--- src/rtl/ival_timer_pkg.sv ---
package ival_timer_pkg;

  localparam logic [1:0] OFF_CTRL   = 2'd0;
  localparam logic [1:0] OFF_RELOAD = 2'd1;
  localparam logic [1:0] OFF_PSC    = 2'd2;
  localparam logic [1:0] OFF_COUNT  = 2'd3;

  localparam int CTRL_BITS = 5;
  localparam int IRQ_BIT   = 5;

  // Field order sets bit positions: run is bit 0, ext is bit 4.
  typedef struct packed {
    logic ext;
    logic gate;
    logic tgl;
    logic autorl;
    logic run;
  } ctrl_t;

endpackage

--- src/rtl/ival_timer_sync.sv ---
module ival_timer_sync #(
  parameter int STAGES = 2
) (
  input  logic clk,
  input  logic rst_n,
  input  logic pin_i,
  output logic lvl_o,
  output logic rise_o
);

  logic [STAGES-1:0] sh_q, sh_d;
  logic              last_q;

  always_comb begin
    sh_d = {sh_q[STAGES-2:0], pin_i};
  end

  always_ff @(posedge clk or negedge rst_n) begin
    if (!rst_n) begin
      sh_q   <= '0;
      last_q <= 1'b0;
    end else begin
      sh_q   <= sh_d;
      last_q <= sh_q[STAGES-1];
    end
  end

  assign lvl_o  = sh_q[STAGES-1];
  assign rise_o = sh_q[STAGES-1] & ~last_q;

endmodule

--- src/rtl/ival_timer_prescale.sv ---
module ival_timer_prescale #(
  parameter int PW = 8
) (
  input  logic          clk,
  input  logic          rst_n,
  input  logic          restart,
  input  logic          active,
  input  logic [PW-1:0] div,
  output logic          tick
);

  logic [PW-1:0] pcnt_q, pcnt_d;
  logic          pcnt_en;

  // >= keeps the period bounded when div is lowered mid-run
  assign tick = active & (pcnt_q >= div);

  always_comb begin
    pcnt_en = restart | active;
    if (restart || tick) pcnt_d = '0;
    else                 pcnt_d = pcnt_q + 1'b1;
  end

  always_ff @(posedge clk or negedge rst_n) begin
    if (!rst_n)       pcnt_q <= '0;
    else if (pcnt_en) pcnt_q <= pcnt_d;
  end

endmodule

--- src/rtl/ival_timer_regs.sv ---
module ival_timer_regs
  import ival_timer_pkg::*;
#(
  parameter int CW = 16,
  parameter int PW = 8
) (
  input  logic          clk,
  input  logic          rst_n,
  input  logic          ctrl_wr,
  input  logic          reload_wr,
  input  logic          psc_wr,
  input  logic [CW-1:0] wdata,
  input  logic          expire,
  output ctrl_t         ctrl_o,
  output logic          irq_o,
  output logic [CW-1:0] reload_o,
  output logic [PW-1:0] psc_o,
  output logic          start_o
);

  ctrl_t         ctrl_q, ctrl_d;
  logic          irq_q, irq_d;
  logic [CW-1:0] reload_q;
  logic [PW-1:0] psc_q;
  logic          ctrl_en, irq_en;

  always_comb begin
    ctrl_d = ctrl_q;
    if (expire && !ctrl_q.autorl) ctrl_d.run = 1'b0;
    if (ctrl_wr) ctrl_d = ctrl_t'(wdata[CTRL_BITS-1:0]);
    ctrl_en = ctrl_wr | expire;
  end

  // Clearing write first, expiry last: a set in the same cycle wins.
  always_comb begin
    irq_d = irq_q;
    if (ctrl_wr && wdata[IRQ_BIT]) irq_d = 1'b0;
    if (expire)                    irq_d = 1'b1;
    irq_en = ctrl_wr | expire;
  end

  assign start_o = ctrl_wr & wdata[0] & ~ctrl_q.run;

  always_ff @(posedge clk or negedge rst_n) begin
    if (!rst_n) begin
      ctrl_q   <= '0;
      irq_q    <= 1'b0;
      reload_q <= '0;
      psc_q    <= '0;
    end else begin
      if (ctrl_en)   ctrl_q   <= ctrl_d;
      if (irq_en)    irq_q    <= irq_d;
      if (reload_wr) reload_q <= wdata;
      if (psc_wr)    psc_q    <= wdata[PW-1:0];
    end
  end

  assign ctrl_o   = ctrl_q;
  assign irq_o    = irq_q;
  assign reload_o = reload_q;
  assign psc_o    = psc_q;

endmodule

--- src/rtl/ival_timer_count.sv ---
module ival_timer_count #(
  parameter int CW = 16
) (
  input  logic          clk,
  input  logic          rst_n,
  input  logic          start,
  input  logic          evt,
  input  logic          run,
  input  logic          autorl,
  input  logic          tgl,
  input  logic [CW-1:0] reload,
  output logic [CW-1:0] cnt_o,
  output logic          expire_o,
  output logic          out_o
);

  logic [CW-1:0] cnt_q, cnt_d;
  logic          cnt_en;
  logic          out_q, out_d, out_en;
  logic          at_zero, step;

  assign at_zero  = (cnt_q == '0);
  assign step     = evt & run;
  assign expire_o = step & at_zero;

  always_comb begin
    cnt_en = start | step;
    if (start)        cnt_d = reload;
    else if (at_zero) cnt_d = autorl ? reload : '0;
    else              cnt_d = cnt_q - 1'b1;
  end

  always_comb begin
    out_en = ~tgl | expire_o;
    out_d  = tgl ? ~out_q : expire_o;
  end

  always_ff @(posedge clk or negedge rst_n) begin
    if (!rst_n) begin
      cnt_q <= '0;
      out_q <= 1'b0;
    end else begin
      if (cnt_en) cnt_q <= cnt_d;
      if (out_en) out_q <= out_d;
    end
  end

  assign cnt_o = cnt_q;
  assign out_o = out_q;

endmodule

--- src/rtl/ival_timer.sv ---
module ival_timer
  import ival_timer_pkg::*;
#(
  parameter int CW = 16,
  parameter int PW = 8
) (
  input  logic          clk,
  input  logic          rst_n,
  input  logic          bus_sel,
  input  logic          bus_we,
  input  logic [1:0]    bus_addr,
  input  logic [CW-1:0] bus_wdata,
  output logic [CW-1:0] bus_rdata,
  input  logic          ev_pin,
  output logic          tmr_pin,
  output logic          irq
);

  localparam int RST_STAGES = 2;

  logic [RST_STAGES-1:0] rs_q;
  logic                  rst_core_n;

  always_ff @(posedge clk or negedge rst_n) begin
    if (!rst_n) rs_q <= '0;
    else        rs_q <= {rs_q[RST_STAGES-2:0], 1'b1};
  end
  assign rst_core_n = rs_q[RST_STAGES-1];

  logic          wr_any, ctrl_wr, reload_wr, psc_wr;
  ctrl_t         ctrl_w;
  logic [CW-1:0] reload_w, cnt_w;
  logic [PW-1:0] psc_w;
  logic          start_w, expire_w, tick_w, evt_w;
  logic          pin_lvl, pin_rise;
  logic          run_w, autorl_w, tgl_w;

  assign wr_any    = bus_sel & bus_we;
  assign ctrl_wr   = wr_any & (bus_addr == OFF_CTRL);
  assign reload_wr = wr_any & (bus_addr == OFF_RELOAD);
  assign psc_wr    = wr_any & (bus_addr == OFF_PSC);

  ival_timer_regs #(.CW(CW), .PW(PW)) u_regs (
    .clk       (clk),
    .rst_n     (rst_core_n),
    .ctrl_wr   (ctrl_wr),
    .reload_wr (reload_wr),
    .psc_wr    (psc_wr),
    .wdata     (bus_wdata),
    .expire    (expire_w),
    .ctrl_o    (ctrl_w),
    .irq_o     (irq),
    .reload_o  (reload_w),
    .psc_o     (psc_w),
    .start_o   (start_w)
  );

  assign run_w    = ctrl_w.run;
  assign autorl_w = ctrl_w.autorl;
  assign tgl_w    = ctrl_w.tgl;

  ival_timer_sync #(.STAGES(2)) u_sync (
    .clk    (clk),
    .rst_n  (rst_core_n),
    .pin_i  (ev_pin),
    .lvl_o  (pin_lvl),
    .rise_o (pin_rise)
  );

  ival_timer_prescale #(.PW(PW)) u_psc (
    .clk     (clk),
    .rst_n   (rst_core_n),
    .restart (start_w),
    .active  (run_w & ~ctrl_w.ext),
    .div     (psc_w),
    .tick    (tick_w)
  );

  always_comb begin
    if (ctrl_w.ext) evt_w = pin_rise;
    else            evt_w = tick_w & (~ctrl_w.gate | pin_lvl);
  end

  ival_timer_count #(.CW(CW)) u_cnt (
    .clk      (clk),
    .rst_n    (rst_core_n),
    .start    (start_w),
    .evt      (evt_w),
    .run      (run_w),
    .autorl   (autorl_w),
    .tgl      (tgl_w),
    .reload   (reload_w),
    .cnt_o    (cnt_w),
    .expire_o (expire_w),
    .out_o    (tmr_pin)
  );

  always_comb begin
    bus_rdata = '0;
    unique case (bus_addr)
      OFF_CTRL:   bus_rdata[IRQ_BIT:0] = {irq, ctrl_w};
      OFF_RELOAD: bus_rdata = reload_w;
      OFF_PSC:    bus_rdata[PW-1:0] = psc_w;
      default:    bus_rdata = cnt_w;
    endcase
  end

endmodule

--- config.mk ---
export PLATFORM = sky130hd
export DESIGN_NAME = ival_timer
export DESIGN_NICKNAME = d
export VERILOG_FILES = /design/src/rtl/ival_timer_pkg.sv /design/src/rtl/ival_timer_sync.sv /design/src/rtl/ival_timer_prescale.sv /design/src/rtl/ival_timer_regs.sv /design/src/rtl/ival_timer_count.sv /design/src/rtl/ival_timer.sv
export SDC_FILE = /design/constraint.sdc
export NUM_CORES = 1
export LEC_CHECK = 0
export CELL_PAD_IN_SITES_DETAIL_PLACEMENT = 1
export CELL_PAD_IN_SITES_GLOBAL_PLACEMENT = 1
export CORE_MARGIN = 8
export CORE_UTILIZATION = 45
export CTS_CLUSTER_DIAMETER = 60
export DETAILED_ROUTE_END_ITERATION = 10
export GPL_TIMING_DRIVEN = 1
export PLACE_DENSITY_LB_ADDON = 0.1
export SLEW_MARGIN = 30
export SYNTH_ARGS = -nofsm -noshare
export SYNTH_HDL_FRONTEND = slang
export SYNTH_SLANG_ARGS = --single-unit
export TNS_END_PERCENT = 1
--- constraint.sdc ---
create_clock -name clk -period 4.38 [get_ports clk]
set_clock_uncertainty 0.05 [all_clocks]
set_input_delay 1.314 -clock clk [delete_from_list [all_inputs] [get_ports clk]]
set_output_delay 1.314 -clock clk [all_outputs]
set_load 0.01 [all_outputs]
==> run summary <==
Clock Latency Late Sink: 0.34 ns
sequential area share after synthesis: 42.0%
register bit total from synthesis: 60
asr flop ratio synth: 100%
Period minus WS final: 4.31 ns
remaining antenna violation count after routing: 0
post-synthesis xor/xnor area fraction: 1.47%
DRC viols: 0
Ys Warns: 0
crit share post-route: 98.3%
Worst Setup End Kind: output pin
hold crit path type: reg2async
r2r endpoint: u_cnt.cnt_o[13]
# placed instances: 463
synth unique cells: 53
Critical Path Start: bus_addr[0]
CTS tree: done
Root Buffer Master: clkbuf_8
Net Switching: 828 uW
Synth Instances: 326
gr usage total: 19.4%
Power Internal: 1.31 mW
max-cap check violation count: 0
total chip power: 2.13 mW
initial detailed-routing violation count: 217
CTS Buffer Depth: 2
critical path class: in2out
post-synthesis simple-gate area fraction: 14.2%
first-pass GRT wire length: 17.2 mm
Yosys top cell area share: 42.0%
Post-synth EDFFs: 0
CTS H-Tree Depth: 3
initial antenna violation count: 0
P_leak: 1.85 nW
final instance count without filler cells: 479
final setup TNS: 0 ns
post-DP HPWL: 7.35 mm
Reg power frac: 41.7%
Placer Congestion: 0.817
Comb pwr share: 35.5%
Vias: 2,904
clock sink count: 60
CP startpoint kind: input pin
clk slew on worst S/H paths: 0.08 ns
crit path DAT: 2.94 ns
vias in the first global route: 3,088
R2R setup slack: 1.69 ns
mapped cell area: 3570 sq um
post-CTS setup buffers: 0
# IOs: 41
Detailed Routing Iterations Pass 1: 4
Layout area overhead: 20.8%
Compound-Gate Fraction of Synth Area: 17.8%
die area: 11,100 sq um
Area after DPL: 4110 sq um
Post-layout nets: 406
chip width: 105 microns
Slew Viols, Final: 0
core area: 7730 sq um
Synth area leaders: dfrtp_1 42%, mux2_2 8.8%, ha_1 3.9%, mux4_2 3.8%, mux2i_1 2.8%
dominant cell type by area after synthesis: dfrtp_1
fraction of layout cells with a size suffix above 1: 20.7%
multiplexer area fraction after synthesis: 15.4%
Worst Path Max Fanout: 8
clock share of power: 22.8%
Crit path required time: 3.02 ns
Synth Area in Adders: 3.85%
Most used DFF post-synth: dfrtp_1
Final setup viols: 0
largest net degree at the start of global routing: 35
ant diodes: 0
total congestion overflow: 0
initial core utilization: 46.3%
# rows: 32
Port Buffers: 40
unrepaired setup endpoints after global routing: true
fmax: 232 MHz
die height: 105 microns
Worst Max-Slew Pin Slew: 0.914 ns
reg2reg start: u_psc.pcnt_q[0]
Final Instance Area: 4320 sq um
CTS Buf Count: 9
Worst Setup EP: bus_rdata[2]
Peak VDD IR: 0.265 mV
Synthesized Nets: 360
sw frac: 38.8%
Fin. Hold Viols: 0
Mean Syn Cell Area: 11.0 sq um
main combinational cell family by area after synthesis: compound AO/OA/AOI/OAI gates
status: complete, no violations
vias per cell: 6.06
reg2reg path depth: 7
Slew HR: 39.1%
WL/cell: 21.5 microns
final wirelength: 10.3 mm
Pwr Density: 494 nW/um^2
cell type report:
class / instances / area, sq um
Sequential cell: 60 / 1500
Multi-Input combinational cell: 227 / 1900
Clock inverter: 6 / 55.1
Tap cell: 102 / 128
Fill cell: 843 / 3410
Clock buffer: 10 / 128
Inverter: 22 / 82.6
Timing Repair Buffer: 52 / 527
worst max-delay path, stage by stage:
cell	delay (ns)
clkdlybuf4s50_1	0.47
buf_6	0.15
mux4_2	0.51
clkdlybuf4s50_1	0.50
state kept, by name, summed over array words and instances, names as in the netlist:
register,flops
u_psc.pcnt_q,8
u_regs.ctrl_o,5
u_regs.psc_o,8
u_regs.irq_o,1
u_sync.sh_q,2
u_cnt.cnt_o,16
u_sync.last_q,1
u_cnt.out_o,1
rs_q,2
u_regs.reload_o,16
layout by cell type, fill, tap and decap left out, drive strengths merged, types with 2 or more instances in the layout:
| master | n |
|---|---|
| nand2 | 25 |
| buf | 12 |
| nand4 | 2 |
| a211oi | 5 |
| nand3 | 12 |
| clkinv | 5 |
| ha | 11 |
| a221oi | 9 |
| xor2 | 3 |
| xnor2 | 3 |
| nand2b | 4 |
| nor4 | 4 |
| nor3 | 4 |
| o22ai | 8 |
| nor2 | 14 |
| a32oi | 9 |
| nor2b | 9 |
| inv | 22 |
| dlymetal6s2s | 5 |
| clkbuf | 10 |
| clkdlybuf4s50 | 35 |
| dfrtp | 60 |
| o21ai | 6 |
| a22o | 2 |
| mux2 | 28 |
| o2111ai | 4 |
| a21oi | 14 |
| or3 | 2 |
| o32ai | 6 |
| and3 | 4 |
| or4 | 4 |
| a22oi | 8 |
| mux4 | 6 |
| a2111oi | 2 |
| a21o | 2 |
| mux2i | 10 |
layer usage:
| layer | GRT usage, % | vias to the layer above | part of all wire (%) |
|---|---|---|---|
| met3 | 2.76 | 10 | 3.3 |
| met1 | 27.4 | 1499 | 48 |
| met4 | 6.22 | 0 | 1.2 |
| li1 | - | 1325 | - |
| met2 | 29.8 | 70 | 47 |
| met5 | 0 | - | 0 |
power groups by stage:
stage	clock network [mW]	registers, mW	logic, mW
3_3_place_gp	0	0.890	0.732
5_1_grt	0.514	0.913	0.845
4_1_cts	0.494	0.887	0.763
2_1_floorplan	0	0.830	0.541
3_5_place_dp	0	0.896	0.756
6_report	0.487	0.890	0.757
Yosys cell counts (7+ instances only):
| cell type | instances |
|---|---|
| a221oi_1 | 8 |
| o22ai_1 | 8 |
| nand2_1 | 25 |
| a22oi_1 | 7 |
| buf_2 | 7 |
| ha_1 | 11 |
| dfrtp_1 | 60 |
| nor2b_1 | 9 |
| a21oi_1 | 11 |
| mux2_2 | 28 |
| nand3_1 | 11 |
| mux2i_1 | 10 |
| a32oi_1 | 9 |
| nor2_1 | 13 |
| inv_1 | 22 |
how the worst min path moves through the flow:
stage	cells past startpoint	endpoint	slack, ns	start
global placement	0	u_regs.reload_o[15]	0.24	rs_q[1]
CTS	0	u_cnt.cnt_o[14]	0.24	rs_q[1]
floorplan	0	rs_q[1]	0.28	rs_q[0]
finish	0	u_cnt.cnt_o[14]	0.22	rs_q[1]
detailed placement	0	u_regs.reload_o[15]	0.24	rs_q[1]
global route	0	u_cnt.cnt_o[14]	0.27	rs_q[1]
cell families (layout without fill, tap and decap cells):
family / Yosys count / count (layout)
AOI/OAI and AO/OA: 79 / 79
xor gates and xnor gates: 6 / 6
adders and majority gates: 11 / 11
buffers and inverters: 39 / 90
DFF: 60 / 60
muxes: 44 / 44
other: 1 / 1
and+or+nand+nor: 86 / 86
per-stage QoR:
step           hold slack, ns  utilization [%]  worst slack, ns
6_report                0.217             55.9           0.0723
5_1_grt                 0.266             55.9          -0.0195
4_1_cts                 0.239             55.6           0.0204
3_5_place_dp            0.241             53.2          0.00364
3_3_place_gp            0.244             53.1           0.0113
2_1_floorplan           0.281                -            0.666
what timing repair did:
action | 4_1_cts | 5_1_grt
cloned | 0 | 0
resized for setup | 1 | 8
setup endpoints to repair | 1 | 13
hold buffers | 0 | 0
No activity file was read; power rests on OpenSTA's default activity.
